### src/rtl/tsr_pkg.sv
package tsr_pkg;
  localparam int ADDR_BITS = 8;
  localparam logic [1:0] SEL_ANY = 2'b01;

  typedef enum logic [2:0] {
    ST_IDLE,
    ST_ADDR,
    ST_ACKW,
    ST_LOAD,
    ST_TX,
    ST_MACK
  } tsr_state_e;

  typedef struct packed {
    logic start;
    logic stop;
    logic rise;
    logic fall;
  } bus_evt_t;
endpackage

### src/rtl/tsr_sync.sv
module tsr_sync #(
  parameter int STAGES = 2,
  parameter int WIDTH  = 2
) (
  input  logic             clk,
  input  logic             rst_n,
  input  logic [WIDTH-1:0] d,
  output logic [WIDTH-1:0] q
);
  logic [WIDTH-1:0] chain [STAGES];

  for (genvar s = 0; s < STAGES; s++) begin : g_stage
    always_ff @(posedge clk or negedge rst_n) begin
      if (!rst_n) chain[s] <= '1;
      else if (s == 0) chain[s] <= d;
      else chain[s] <= chain[(s == 0) ? 0 : s-1];
    end
  end

  assign q = chain[STAGES-1];
endmodule

### src/rtl/tsr_events.sv
module tsr_events
  import tsr_pkg::*;
(
  input  logic     clk,
  input  logic     rst_n,
  input  logic     scl_s,
  input  logic     sda_s,
  output bus_evt_t evt
);
  logic scl_q, sda_q;

  always_ff @(posedge clk or negedge rst_n) begin
    if (!rst_n) begin
      scl_q <= 1'b1;
      sda_q <= 1'b1;
    end else begin
      scl_q <= scl_s;
      sda_q <= sda_s;
    end
  end

  always_comb begin
    evt.start = scl_s & scl_q & sda_q & ~sda_s;
    evt.stop  = scl_s & scl_q & ~sda_q & sda_s;
    evt.rise  = scl_s & ~scl_q;
    evt.fall  = ~scl_s & scl_q;
  end
endmodule

### src/rtl/tsr_engine.sv
module tsr_engine
  import tsr_pkg::*;
#(
  parameter int         PORT_W      = 3,
  parameter int         ADC_W       = 3,
  parameter logic [4:0] ADDR_PREFIX = 5'b11000
) (
  input  logic                 clk,
  input  logic                 rst_n,
  input  bus_evt_t             evt,
  input  logic                 sda_s,
  input  logic [1:0]           asel,
  input  logic                 lock,
  input  logic [PORT_W-1:0]    port_lvl,
  input  logic [ADC_W-1:0]     adc,
  output logic                 pull,
  output logic                 por,
  output tsr_state_e           state
);
  localparam int STAT_W = 2 + PORT_W + ADC_W;
  localparam int MAX_W  = (STAT_W > ADDR_BITS) ? STAT_W : ADDR_BITS;
  localparam int CNT_W  = $clog2(MAX_W);

  logic [CNT_W-1:0]     cnt;
  logic [ADDR_BITS-1:0] rx;
  logic [ADDR_BITS-1:0] rx_nxt;
  logic [STAT_W-1:0]    shreg;
  logic [STAT_W-1:0]    snap;

  assign rx_nxt = {rx[ADDR_BITS-2:0], sda_s};
  assign snap   = {por, lock, port_lvl, adc};

  function automatic logic addr_hit(input logic [ADDR_BITS-1:0] b,
                                    input logic [1:0] sel);
    return (b[7:3] == ADDR_PREFIX) && b[0] &&
           ((sel == SEL_ANY) || (b[2:1] == sel));
  endfunction

  always_ff @(posedge clk or negedge rst_n) begin
    if (!rst_n) begin
      state <= ST_IDLE;
      cnt   <= '0;
      rx    <= '0;
      shreg <= '0;
      pull  <= 1'b0;
      por   <= 1'b1;
    end else if (evt.start) begin
      state <= ST_ADDR;
      cnt   <= '0;
      pull  <= 1'b0;
    end else if (evt.stop) begin
      state <= ST_IDLE;
      pull  <= 1'b0;
    end else begin
      unique case (state)
        ST_ADDR: if (evt.rise) begin
          rx <= rx_nxt;
          if (cnt == CNT_W'(ADDR_BITS-1)) begin
            cnt   <= '0;
            state <= addr_hit(rx_nxt, asel) ? ST_ACKW : ST_IDLE;
          end else begin
            cnt <= cnt + 1'b1;
          end
        end
        ST_ACKW: if (evt.fall) begin
          pull  <= 1'b1;
          state <= ST_LOAD;
        end
        ST_LOAD: if (evt.fall) begin
          shreg <= snap;
          pull  <= ~snap[STAT_W-1];
          cnt   <= '0;
          state <= ST_TX;
        end
        ST_TX: if (evt.fall) begin
          if (cnt == CNT_W'(STAT_W-1)) begin
            pull  <= 1'b0;
            state <= ST_MACK;
          end else begin
            shreg <= {shreg[STAT_W-2:0], 1'b0};
            pull  <= ~shreg[STAT_W-2];
            cnt   <= cnt + 1'b1;
          end
        end
        ST_MACK: if (evt.rise) begin
          if (!sda_s) begin
            state <= ST_LOAD;
          end else begin
            por   <= 1'b0;
            state <= ST_IDLE;
          end
        end
        default: state <= ST_IDLE;
      endcase
    end
  end
endmodule

### src/rtl/tuner_status_slave.sv
module tuner_status_slave
  import tsr_pkg::*;
#(
  parameter int         SYNC_STAGES = 2,
  parameter int         PORT_W      = 3,
  parameter int         ADC_W       = 3,
  parameter logic [4:0] ADDR_PREFIX = 5'b11000
) (
  input  logic              clk,
  input  logic              rst_n,
  input  logic              scl_i,
  input  logic              sda_i,
  input  logic [1:0]        asel_i,
  input  logic              lock_i,
  input  logic [PORT_W-1:0] port_lvl_i,
  input  logic [ADC_W-1:0]  adc_i,
  output logic              sda_pull_o
);
  logic [1:0] lines_s;
  logic       scl_s, sda_s;
  bus_evt_t   evt;
  logic       por_flag;
  tsr_state_e eng_state;

  tsr_sync #(.STAGES(SYNC_STAGES), .WIDTH(2)) u_sync (
    .clk(clk), .rst_n(rst_n), .d({scl_i, sda_i}), .q(lines_s)
  );

  assign scl_s = lines_s[1];
  assign sda_s = lines_s[0];

  tsr_events u_evt (
    .clk(clk), .rst_n(rst_n), .scl_s(scl_s), .sda_s(sda_s), .evt(evt)
  );

  tsr_engine #(
    .PORT_W(PORT_W), .ADC_W(ADC_W), .ADDR_PREFIX(ADDR_PREFIX)
  ) u_eng (
    .clk(clk), .rst_n(rst_n), .evt(evt), .sda_s(sda_s), .asel(asel_i),
    .lock(lock_i), .port_lvl(port_lvl_i), .adc(adc_i),
    .pull(sda_pull_o), .por(por_flag), .state(eng_state)
  );
endmodule

### config.mk
export PLATFORM = sky130hd
export DESIGN_NAME = tuner_status_slave
export DESIGN_NICKNAME = d
export VERILOG_FILES = /design/src/rtl/tsr_pkg.sv /design/src/rtl/tsr_sync.sv /design/src/rtl/tsr_events.sv /design/src/rtl/tsr_engine.sv /design/src/rtl/tuner_status_slave.sv
export SDC_FILE = /design/constraint.sdc
export NUM_CORES = 1
export LEC_CHECK = 0
export ABC_AREA = 1
export ABC_CLOCK_PERIOD_IN_PS = 1640
export CELL_PAD_IN_SITES_DETAIL_PLACEMENT = 1
export CELL_PAD_IN_SITES_GLOBAL_PLACEMENT = 2
export CORE_ASPECT_RATIO = 1.4
export CORE_MARGIN = 3
export CORE_UTILIZATION = 33
export DETAILED_ROUTE_END_ITERATION = 6
export GPL_TIMING_DRIVEN = 0
export PLACE_DENSITY = 0.88
export SYNTH_ARGS = -nofsm -noshare
export SYNTH_HDL_FRONTEND = slang
export SYNTH_SLANG_ARGS = --single-unit
### constraint.sdc
create_clock -name clk -period 1.64 [get_ports clk]
set_input_delay 0.328 -clock clk [delete_from_list [all_inputs] [get_ports clk]]
set_output_delay 0.328 -clock clk [all_outputs]
set_load 0.01 [all_outputs]
Word level (Yosys, flattened, before mapping)
Index checks and enable logic that the tools add are counted.

Register bits after elaboration: 28. Bits of input ports: 13. Output and inout port bits: 1. Word-level logic and storage cells: 93.

Add/subtract/negate cells: 1. Equal/unequal tests: 24. Multiplexer cells: 31. Bitwise gates (word level): 15. Reduce and logical (&&, ||, !) cells: 12.

Operator list (number): 3-bit 2-to-1 mux (16); 7-bit 2-to-1 mux (3); 4-bit inequality test (second input constant) (5); 3-bit case mux with 5 select lines (1); 7-bit case mux with 2 select lines (1); 3-bit inequality test (second input constant) (4); 6-bit AND reduction (2); 3-bit equality test (second input constant) (3); 3-bit case mux with 3 select lines (1); 4-bit by 3-bit inequality test with 1-bit output (second input constant) (2); 1-bit inverter (8); 4-bit AND reduction (2); 1-bit bitwise AND (7); 7-bit AND reduction (1); 3-bit by 2-bit equality test with 1-bit output (second input constant) (2); 1-bit 2-to-1 mux (6); 2-bit inequality test (second input constant) (3); 5-bit equality test (second input constant) (1); 5-bit AND reduction (1); 5-bit nonzero test (1); 2-bit 2-to-1 mux (2); 4-bit nonzero test (1); 3-bit by 1-bit adder with 3-bit output (second input constant) (1); 3-bit by 1-bit equality test with 1-bit output (second input constant) (1); other kinds (7) (8).

Logic depth before layout (Yosys ltp)
Depth in word-level cells: 9. Depth in mapped cells: 10. Gate-level depth less buffers: 10.

By module
From an unflattened synthesis, not the netlist that was laid out.

Cell total of the unflattened synthesis: 194. Area total of the unflattened synthesis: 1500.2 um2.

Modules (own cells, without submodules): tsr_engine (times used 1, cells each 175, area each 1286.2 um2, seq. area each 551.8 um2); tsr_sync (times used 1, cells each 6, area each 120.1 um2, seq. area each 105.1 um2); tsr_events (times used 1, cells each 13, area each 93.8 um2, seq. area each 52.6 um2).

Worst setup path after synthesis
No wires, ideal clock.

Path kind: register -> register. From: register u_eng.cnt[0]. To: register u_eng.state[0]. Setup time: 117 ps. Data arrival time: 1312 ps. Required time: 1523 ps. Path slack: 212 ps. Cell stages (with the launch flop): 11. Buffers on the path: 0. Clock period less this slack: 1428 ps. Cells stage by stage: dfrtp_1 ha_1 ha_1 inv_1 nand3_1 nand2_1 nand2_1 nand2_2 nand2_1 nand2_1 nand2_1.

Cells in the longest elaborated chain, start to end: 3. Elaborated cells on any way between the ends: 4. Those cells by class: eq/ne (3); reduce/logical (1).

RTL lines: start: declaration (line tsr_engine.sv:24) `logic [CNT_W-1:0] cnt;`; start signal: assignment (line tsr_engine.sv:62) `cnt <= cnt + 1'b1;`; start signal: assignment (line tsr_engine.sv:82) `cnt <= cnt + 1'b1;`; 3-bit equality test (*) (line tsr_engine.sv:58, tsr_engine.sv:76); 4-bit by 3-bit inequality test with 1-bit output (no source line); 7-bit AND reduction (no source line) (*); end signal: assignment (line tsr_engine.sv:60) `state <= addr_hit(rx_nxt, asel) ? ST_ACKW : ST_IDLE;`; end: declaration (line tsr_engine.sv:18) `output tsr_state_e state`.

Mark *: on every way between the ends. The rest lies on a longest branch, timed or not. A chain may end at the register's enable or synchronous reset.

Final worst setup path
Same ends and word-level chain as after synthesis.

==> impl_metrics.yaml <==
finish:
  fin_nets: 225
  regArea_um2: 711
  fillers: 562
  multiInputGateArea_um2: 683
  layout-drive-gt1-share_pct: 20.1
  diodes: 0
  syn2layout_area_growth_pct: 16.8
setup_path:
  critPathLaunchType: "flop"
  worst-r2r-setup-slack_ns: 0.15
  reg2reg_depth: 10
  r2r-start: "u_eng.cnt[0]"
  crit_path_cell_trace: "ha_1 > ha_2 > inv_2 > nand3_1 > nand2_1 > nand2_1 > nand2_2 > nand2_1 > nand2_1 > nand2_1"
  worstPathMaxFanout: 4
  crit_family: "simple AND/OR/NAND/NOR gates"
  crit_buf_inv: 1
  reg2reg_to: "u_eng.state[0]"
  slowest_delay_ns: 0.41
  crit_type: "flop to flop"
  end_kind: "flop"
  cp_slowest_cell: "dfrtp_1"
  crit_required_ns: 1.81
  crit_top_cell: "nand2_1"
  arrival_ns: 1.66
detailed_routing:
  wl_per_cell_um: 12.0
  detail_route.first_pass.iterations: 3
  vias_per_cell: 4.56
  detail_route.drc_violations: 0
  antenna_left: 0
  drt_iter0_drc: 17
  wl_mm: 3.22
  via_count: 1227
place:
  hpwl_mm: 2.42
  place_ws_ns: -0.290
  port_buffers: 13
  gp_congestion: 0.830
floorplanning:
  dieWidth_um: 63.5
  io_pins: 14
  fp.dieH_um: 86.5
  dieArea_um2: 5490
  core_area_um2: 4340
  rows: 28
  start_util_pct: 35.1
power_and_ir_drop:
  power.switching_uw: 904
  pwr-share-seq_pct: 43.2
  power_uw: 2390
  combPwrFrac_pct: 40.6
  sw_frac_of_total_pct: 37.8
  ir_drop_mv: 0.607
  p_leak_uw: 0.000905
  p_int_uw: 1490
  clkPwrFrac_pct: 16.2
  power_density_nw_per_um2: 1340
min_path:
  hp-class: "input port to async pin"
logic_synthesis:
  synth.area.top_cells: "dfrtp_1 (34%), nand2_1 (14%), dfstp_2 (12%)"
  synth-edff-count: 0
  syn_nets: 207
  synth.distinct_cells: 27
  syn_avg_cell_area_um2: 7.95
  syn_area_um2: 1530
  syn_inst: 192
  synth_top_area_share_pct: 34.4
  synth_ff_type: "dfrtp_1"
  synthTopCellsByCount: "nand2_1 (58), inv_1 (22), dfrtp_1 (21)"
  yosys_register_bits: 28
  ys_async_sr_fraction_pct: 100
  seq_area_frac_synth_pct: 46.5
  synth-warning-count: 0
  yosysTopAreaCell: "dfrtp_1"
  yosysMostFrequentCell: "nand2_1"
clock_network:
  worst_skew_pair.late_latency_ns: 0.28
  clk_pin_slew_ns: 0.10
  cts_inserted_buffers: 3
  hold_buffers: 0
  cts_tree: "yes"
  htreeDepth: 1
  cts_max_path_buffers: 2
  root_buffer: "clkbuf_8"
  numClockSinks: 28
timing:
  fin_crit_ns: 1.49
  min_period_over_period_pct: 91.0
  hold_violations: 0
  slew_violations: 0
  worst_slack_ns: 0.147
  max_slew_margin_pct: 56.6
  rsz0062_at_grt: "no"
  skew_ns: 0.00709
  max_freq_mhz: 670
  max_slew.worst_pin.slew_ns: 0.651
  setup-violations-final: 0
run_status:
  status: "finished, final reports clean"
grt:
  grt_pass1_wl_mm: 5.68
  grt-ovfl-total: 0
  grt_max_degree: 29
  antenna_found_initial: 0
  grt_pass1_vias: 1251
  grt_usage_pct: 13.3
job:
  max_cap_viol_count: 0
[stage by stage]
stage	hold WS [ns]	utilization, %	setup TNS (ns)	cell area [um^2]	instances
after floorplan	0.0324	-	0	1530	192
after global placement	0.345	39.9	-6.31	1730	265
after detailed placement	0.347	39.9	-6.31	1730	265
after CTS	0.362	40.9	0	1780	269
after global routing	0.0952	41.0	0	1780	269
final	0.0656	41.0	0	1780	269
[layer usage]
metal | global-route usage, % | part of all wire, % | routed length, um | vias up
li1 | - | - | - | 633
met1 | 16.7 | 46 | 1470 | 581
met2 | 22.1 | 51 | 1630 | 9
met3 | 1.69 | 1.1 | 37 | 4
met4 | 7.27 | 2.5 | 79 | 0
met5 | 0 | 0 | 0 | -
[how the worst max path moves through the flow]
stage	to	slack, ns	depth (start not counted)	startpoint
6_report	u_eng.state[0]	0.15	10	u_eng.cnt[0]
5_1_grt	u_eng.state[0]	0.006	10	u_eng.cnt[0]
4_1_cts	u_eng.rx[4]	0.03	1	rst_n
3_5_place_dp	u_eng.rx[2]	-0.29	1	rst_n
3_3_place_gp	u_eng.rx[1]	-0.29	1	rst_n
2_1_floorplan	u_eng.state[0]	0.21	10	u_eng.cnt[0]
[repair_timing]
action	in CTS	in global routing
resized for setup	0	5
setup endpoints to repair	0	11
setup buffers	0	0
[cells in the final DEF (no fill, tap or decap), types with 2 or more instances in the layout]
master | Yosys | layout
nand2_2 | 6 | 6
nor2_1 | 15 | 14
nand2_1 | 58 | 58
o21ai_0 | 6 | 6
nor2_2 | 3 | 4
mux2_4 | 2 | 2
nand3_2 | 1 | 2
inv_2 | 3 | 4
dfstp_2 | 7 | 7
clkdlybuf4s50_1 | 0 | 12
buf_6 | 4 | 4
clkbuf_8 | 0 | 3
o21ai_1 | 9 | 9
dfrtp_1 | 21 | 20
o21ai_2 | 3 | 3
a21oi_1 | 3 | 3
nand3_1 | 17 | 16
buf_2 | 1 | 2
inv_1 | 22 | 21
[power by group through the flow]
stage / Clock [uW] / Combinational, uW / Sequential, uW
final: 389 / 972 / 1030
after global routing: 442 / 1140 / 1060
after CTS: 420 / 991 / 1030
after detailed placement: 0 / 983 / 1050
after global placement: 0 / 968 / 1040
after floorplan: 0 / 748 / 1020
[layout make-up]
cell class                 count  area share, %
buffer                         5           2.81
clock buffer                   4           2.53
inverter                      25           5.26
multi-input combinational    134           38.3
sequential                    28           39.9
tap                           60           4.21
timing repair buffer          13           7.02
[sequential cells by signal, summed over array words and instances, names as in the netlist]
| signal | count |
|---|---|
| u_eng.shreg | 7 |
| u_evt.sda_q | 1 |
| u_sync.chain | 2 |
| u_eng.state | 3 |
| u_eng.por | 1 |
| u_eng.pull | 1 |
| u_evt.scl_q | 1 |
| u_sync.q | 2 |
| u_eng.cnt | 3 |
| u_eng.rx | 7 |
[cell families (layout without fill, tap and decap cells)]
kind of cell	after synthesis	count (layout)	share of synthesized area [%]
AO/OA/AOI/OAI	24	24	9.59
XOR/XNOR	1	1	0.574
adder cells (fa/ha/maj)	2	2	1.64
buffers and inverters	30	47	9.43
flip-flops	28	28	46.5
multiplexers	3	3	2.70
AND/OR/NAND/NOR	104	104	29.6
(Power assumes the default switching activity.)
